<file path="src/rtl/serial_rearm_rx.sv">
module serial_rearm_rx #(
  parameter int DIV_W = 16
) (
  input  logic             clk,
  input  logic             rst_n,
  input  logic             rx_pin,
  input  logic [DIV_W-1:0] bit_clks,
  input  logic             invert,
  input  logic             nine_bit,
  output logic [8:0]       rx_data,
  output logic             rx_valid
);
  localparam int CNT_W = DIV_W + 1;

  typedef enum logic [1:0] {S_ARM = 2'd0, S_HUNT = 2'd1, S_BITS = 2'd2} state_t;

  state_t           state;
  logic             sync1, sync2;
  logic [DIV_W-1:0] div_q;
  logic             nine_q, inv_q;
  logic [CNT_W-1:0] cnt;
  logic [3:0]       idx;
  logic [8:0]       shreg;
  logic [8:0]       merged;
  logic [DIV_W-1:0] div_eff;
  logic [CNT_W-1:0] first_wait;
  logic             line, bit_now, last_bit;

  assign div_eff    = (bit_clks == '0) ? {{(DIV_W-1){1'b0}}, 1'b1} : bit_clks;
  assign first_wait = {1'b0, div_eff} + CNT_W'(div_eff >> 1);
  assign line       = sync2 ^ invert;
  assign bit_now    = sync2 ^ inv_q;
  assign last_bit   = (idx == (nine_q ? 4'd8 : 4'd7));

  always_comb begin
    merged      = shreg;
    merged[idx] = bit_now;
  end

  always_ff @(posedge clk) begin
    if (!rst_n) begin
      state    <= S_ARM;
      sync1    <= 1'b0;
      sync2    <= 1'b0;
      div_q    <= '0;
      nine_q   <= 1'b0;
      inv_q    <= 1'b0;
      cnt      <= '0;
      idx      <= '0;
      shreg    <= '0;
      rx_data  <= '0;
      rx_valid <= 1'b0;
    end else begin
      sync1    <= rx_pin;
      sync2    <= sync1;
      rx_valid <= 1'b0;
      case (state)
        S_ARM: if (line) state <= S_HUNT;
        S_HUNT: if (!line) begin
          state  <= S_BITS;
          div_q  <= div_eff;
          nine_q <= nine_bit;
          inv_q  <= invert;
          cnt    <= first_wait - CNT_W'(1);
          idx    <= '0;
          shreg  <= '0;
        end
        S_BITS: begin
          if (cnt == '0) begin
            shreg <= merged;
            cnt   <= {1'b0, div_q} - CNT_W'(1);
            idx   <= idx + 4'd1;
            if (last_bit) begin
              rx_data  <= nine_q ? merged : {1'b0, merged[7:0]};
              rx_valid <= 1'b1;
              state    <= S_ARM;
            end
          end else begin
            cnt <= cnt - CNT_W'(1);
          end
        end
        default: state <= S_ARM;
      endcase
    end
  end

  a_r6_single_pulse: assert property (@(posedge clk) disable iff (!rst_n)
    rx_valid |=> !rx_valid);

  a_r6_after_sample: assert property (@(posedge clk) disable iff (!rst_n)
    rx_valid |-> $past(state) == S_BITS);

  a_r7_arm_on_idle: assert property (@(posedge clk) disable iff (!rst_n)
    (state == S_HUNT && $past(state) == S_ARM) |-> $past(line));

  a_r10_cfg_held: assert property (@(posedge clk) disable iff (!rst_n)
    (state == S_BITS && $past(state) == S_BITS) |->
      ($stable(div_q) && $stable(nine_q) && $stable(inv_q)));

  a_r4_top_bit_clear: assert property (@(posedge clk) disable iff (!rst_n)
    (rx_valid && !nine_q) |-> (rx_data[8] == 1'b0));

  a_r3_count_bound: assert property (@(posedge clk) disable iff (!rst_n)
    (state == S_BITS) |-> (cnt < ({1'b0, div_q} + CNT_W'(div_q >> 1))));

endmodule

</file>
<file path="config.mk">
export PLATFORM = sky130hd
export DESIGN_NAME = serial_rearm_rx
export DESIGN_NICKNAME = d
export VERILOG_FILES = /design/src/rtl/serial_rearm_rx.sv
export SDC_FILE = /design/constraint.sdc
export NUM_CORES = 1
export LEC_CHECK = 0
export BUFFER_PORTS_ARGS = -buffer_cell sky130_fd_sc_hd__buf_2
export CORE_UTILIZATION = 30
export DETAILED_ROUTE_END_ITERATION = 12
export PLACE_DENSITY = 0.53
export SKIP_CTS_REPAIR_TIMING = 1
export SYNTH_ARGS = -nofsm -noshare
export SYNTH_HDL_FRONTEND = slang
export SYNTH_SLANG_ARGS = --single-unit
</file>
<file path="constraint.sdc">
create_clock -name clk -period 5 [get_ports clk]
set_input_delay 0.75 -clock clk [delete_from_list [all_inputs] [get_ports clk]]
set_output_delay 0.75 -clock clk [all_outputs]
set_load 0.1 [all_outputs]
</file>
* Word level (Yosys, flattened, before mapping)
Index checks and enable logic that the tools add are counted.
** Cells by class
- $add $sub $neg :: 5
- Magnitude comparators :: 2
- Eq/ne operators :: 7
- Multiplexer cells :: 21
- Bitwise operators :: 3
- Reductions and logical operators :: 11
** Operator list (number)
- 17-bit 2-to-1 mux :: 2
- 17-bit case mux with 2 select lines :: 1
- 17-bit by 1-bit subtractor with 17-bit output (second input constant) :: 2
- 9-bit 2-to-1 mux :: 3
- 9-bit case mux with 2 select lines :: 1
- 16-bit by 15-bit adder with 17-bit output :: 1
- 17-bit logical NOT :: 1
- 16-bit by 1-bit subtractor with 17-bit output (second input constant) :: 1
- 16-bit logical NOT :: 1
- 16-bit 2-to-1 mux :: 1
- 4-bit 2-to-1 mux :: 3
- 9-bit bitwise mux :: 1
- 3-bit AND reduction :: 3
- 2-bit 2-to-1 mux :: 4
- 2-bit inequality test (second input constant) :: 4
- 4-bit case mux with 2 select lines :: 1
- 2-bit case mux with 3 select lines :: 1
- 4-bit by 5-bit < comparator with 1-bit output (second input constant) :: 1
- 4-bit by 1-bit adder with 4-bit output (second input constant) :: 1
- 1-bit demux with 4-bit select :: 1
- 4-bit == test :: 1
- 4-bit by 1-bit greater-or-equal comparator with 1-bit output (second input constant) :: 1
- 2-bit AND reduction :: 2
- 4-bit AND reduction :: 1
- other kinds (8) :: 10
** Storage, ports and cells
- Register bits after elaboration :: 62
- Bits of input ports :: 21
- Logic and storage cells :: 60

* Logic depth before layout (Yosys ltp)
- Depth after elaboration :: 7
- Depth in mapped cells :: 18

* Worst setup path before layout
Ideal clock, no wire load.
- Path kind :: input to register
- Start point :: input bit_clks[4]
- End point :: register cnt[15]
- Setup time :: 0.062 ns
- Data arrival time :: 4.119 ns
- Setup slack :: 0.819 ns
- Stages :: 18
- Buffers on the path :: 2
- Path through :: inv_1 > ha_1 > nand4_1 > or4_1 > clkbuf_1 > buf_1 > nand2_1 > ha_1 > inv_1 > ha_1 > inv_1 > fa_1 > nor2b_1 > o2111ai_1 > a211oi_1 > nor4_1 > or4_1 > nand3_1
** Between the ends
- Word-level cells in the longest chain between the ends :: 6
** Ends and longest elaborated chain
- start, declared :: RTL line 7 : input logic [DIV_W-1:0] bit_clks,
- 16-bit logical NOT :: RTL line 29 : assign div_eff = (bit_clks == '0) ? {{(DIV_W-1){1'b0}}, 1'b1} : bit_clks;
- 16-bit 2-to-1 mux * :: RTL line 29
- 16-bit by 15-bit adder with 17-bit output * :: RTL line 30 : assign first_wait = {1'b0, div_eff} + CNT_W'(div_eff >> 1);
- 17-bit by 1-bit subtractor with 17-bit output * :: RTL line 64 : cnt <= first_wait - CNT_W'(1);
- 17-bit 2-to-1 mux * :: RTL line 59 : S_HUNT: if (!line) begin
- 17-bit case mux with 2 select lines * :: RTL line 57 : case (state)
- end signal, assigned :: RTL line 64
- end signal, assigned :: RTL line 71 : cnt <= {1'b0, div_q} - CNT_W'(1);
- end signal, assigned :: RTL line 79 : cnt <= cnt - CNT_W'(1);
- end, declared :: RTL line 21 : logic [CNT_W-1:0] cnt;
Mark *: on every way between the ends. The rest lies on a longest branch, timed or not. The select of a mux whose other input is x is not followed.
A chain may end at the register's enable or synchronous reset.

* Worst setup path in the final report
- Start point :: input bit_clks[15]
- End point :: register cnt[15]
The elaborated chain is that of the path after synthesis.

==> summary.md <==
| Metric | Value |
|---|---|
| PortBufs | 30 |
| Mux share of post-synthesis cell area | 2.27% |
| GP Congestion | 0.814 |
| Antenna-violating nets left | 0 |
| Worst VDD drop | 0.000186 V |
| Post-Route WL | 12100 um |
| Clock share of power | 37.1% |
| Clock sink total | 62 |
| Vias in the first global route | 3830 |
| Reg-to-reg startpoint | cnt[6]$_SDFFE_PN0P_ |
| Combinational family with the most area after synthesis | simple AND/OR/NAND/NOR gates |
| Largest net degree at the start of global routing | 45 |
| Crit path time final | 4010 ps |
| Switching share of total power | 35.9% |
| Post-placement cell area | 0.00470 mm2 |
| Worst-Skew Late Latency | 340 ps |
| Crit-path slowest cell | or4_1 |
| Area added between synthesis and finish | 13.5% |
| Number of synthesized flops with an enable pin | 0 |
| Primary FF master, synth | dfxtp_1 |
| Post-DP HPWL | 8660 um |
| Ports | 31 |
| Synth Area in Simple Gates | 23.5% |
| Min-Delay Path Class | reg2reg |
| Root Driver | clkbuf_16 |
| Worst R2R End | cnt[14]$_SDFFE_PN0P_ |
| Final Hold Viols | 0 |
| Hold_sp | sync1$_SDFF_PN0_ |
| Cells after Synth | 579 |
| Slew headroom | 46.1% |
| Width of the die | 123 um |
| DRC | 0 |
| Vias | 4233 |
| Core ar. | 0.0141 mm2 |
| Seq/Total Area, Yosys | 28.2% |
| Worst endpoint data arrival time | 4290 ps |
| Net Count, Synth | 638 |
| Antenna Cells | 0 |
| Synth Area in Compound Gates | 23.2% |
| Hold_ws | 431 ps |
| Htree depth | 3 |
| Max-cap violations | 0 |
| WP data required | 5280 ps |
| Routed vias/inst | 5.41 |
| Hold Path Sink | sync2$_SDFF_PN0_ |
| CP endpoint kind | flop |
| CP Class | in2reg |
| Lkg Pwr | 2.14 nW |
| Met3 usage | 2.81% |
| Fin nets | 657 |
| Period utilization | 80.3% |
| Slew at the pin closest to its max-slew limit | 808 ps |
| Adder-Cell Fraction of Synth Area | 11.1% |
| Int Pwr | 1.12 mW |
| Final setup TNS | 0 ps |
| Met2 Usage GRT | 26.7% |
| Fin area | 0.00500 mm2 |
| M1 GR Usage | 22.3% |
| Most frequent cells in the layout | 67 x a21oi_1, 62 x dfxtp_1, 58 x nand2_1, 51 x inv_1, 45 x nor2_1 |
| Hold path depth | 1 |
| Die Y | 123 um |
| Fillers | 1489 |
| #FFs+latches synth | 62 |
| GRT Overall Usage | 16.6% |
| Most common cell after layout, fill and taps aside | a21oi_1 |
| Multi-input gate area | 0.00283 mm2 |
| Drt first pass iters | 5 |
| Worst Path Buf+Inv | 4 |
| Net Switching | 626 uW |
| Synth warn | 0 |
| Combinational power share | 31.4% |
| Initial core utilization | 31.3% |
| P per Cell Area | 349 mW/mm2 |
| Worst clock skew | 8.43 ps |
| FMAX | 249 MHz |
| CP cell instances | buf_2 > inv_1 > ha_1 > nand3_1 > or4_1 > nor2b_1 > ha_1 > inv_1 > ha_1 > inv_1 > fa_1 > nor2b_1 > o2111ai_1 > a211oi_1 > nor4_1 > or4_1 > nand3_1 |
| Number of placement rows | 43 |
| Reg area | 0.00124 mm2 |
| Bufs on Longest Clock Path | 2 |
| Share of layout cells above drive strength 1 | 10.8% |
| Cell area after synthesis | 0.00441 mm2 |
| Post-synthesis xor/xnor area fraction | 3.97% |
| Crit Path Max Fanout | 4 |
| Final setup fails | 0 |
| R2r setup slk | 2280 ps |
| Global route hottest layer | met2 |
| Max Slew Vio Count | 0 |
| CTS tree | built |
| Post-Syn Area per Cell | 7.61 um2 |
| RSZ-0062 raised after global routing | false |
| Nature of the critical path startpoint | input pin |
| Gr ovfl total | 0 |
| Inserted Clock Buffers | 9 |
| Status | finished, final reports clean |
| Routed length per instance | 15.5 um |
| Cells on worst reg2reg path | 10 |
| First-pass GRT wire length | 19400 um |
| Initial antenna violation count | 0 |
| Seq pwr share | 31.5% |
| 1st-iter DRT viols | 288 |
| Library cells used by synthesis | 61 |
| Die footprint | 0.0152 mm2 |
| Worst-path clk slew | 60 ps |
| CP peak stage delay | 510 ps |
| Async set-reset flop share out of synthesis | 0% |
| Family with the most delay on the worst path | simple AND/OR/NAND/NOR gates |
cell type report:
class / instances / area share [%]
inverter: 52 / 3.90
sequential: 62 / 24.8
tap: 180 / 4.50
clock inverter: 7 / 1.60
timing repair buffer: 38 / 4.20
multi-input combinational: 435 / 56.5
clock buffer: 9 / 4.50
routing by layer:
metal  part of all wire, %  vias to the layer above
met1                    48                     2010
met2                    47                       91
met4                   1.4                        0
met3                   3.8                       14
met5                     0                        -
li1                      -                     2118
cell usage after synthesis, drive strengths merged (11+ instances only):
master	instances	share of area [%]
a21oi	67	7.6
dfxtp	62	28
nand2	58	4.9
inv	51	4.3
nor2	45	3.8
nand3	39	4.8
ha	36	10
a31oi	27	3.8
clkbuf	23	2.0
nor3	12	1.5
xnor2	12	2.4
o21ai	11	1.2
logic make-up after synthesis:
group	count (synthesis)
muxes	10
adders and majority gates	38
buffers and inverters	82
AOI/OAI and AO/OA	161
and+or+nand+nor	206
xor gates and xnor gates	20
DFF	62
per-stage QoR:
stage | power [mW] | instances | worst slack, ps | util [%]
2_1_floorplan | 0.981 | 579 | 819 | -
3_3_place_gp | 1.10 | 767 | 753 | 33.3
3_5_place_dp | 1.10 | 767 | 700 | 33.3
4_1_cts | 1.75 | 783 | 1010 | 35.5
5_1_grt | 1.84 | 783 | 781 | 35.5
6_report | 1.74 | 783 | 986 | 35.5
power by group through the flow:
stage	Combinational (mW)	Clock (mW)	Sequential, mW
floorplan	0.432	0	0.549
global placement	0.537	0	0.559
detailed placement	0.541	0	0.560
CTS	0.545	0.659	0.549
global route	0.605	0.678	0.554
finish	0.547	0.647	0.550
state kept, by name, indices dropped and copies added, names as in the netlist:
name,count
sync2,1
nine_q,1
idx,4
cnt,17
state,2
rx_data,9
inv_q,1
div_q,16
rx_valid,1
shreg,9
sync1,1
worst max-delay path by stage:
stage                 start                   end  slack, ps  depth (start not counted)
6_report       bit_clks[15]  cnt[15]$_SDFFE_PN0P_        990                         17
5_1_grt        bit_clks[15]  cnt[15]$_SDFFE_PN0P_        780                         17
4_1_cts        bit_clks[15]  cnt[15]$_SDFFE_PN0P_       1010                         17
3_5_place_dp   bit_clks[15]  cnt[15]$_SDFFE_PN0P_        700                         17
3_3_place_gp   bit_clks[15]  cnt[15]$_SDFFE_PN0P_        750                         17
2_1_floorplan   bit_clks[4]  cnt[15]$_SDFFE_PN0P_        820                         18
No activity file was read; power rests on OpenSTA's default activity.
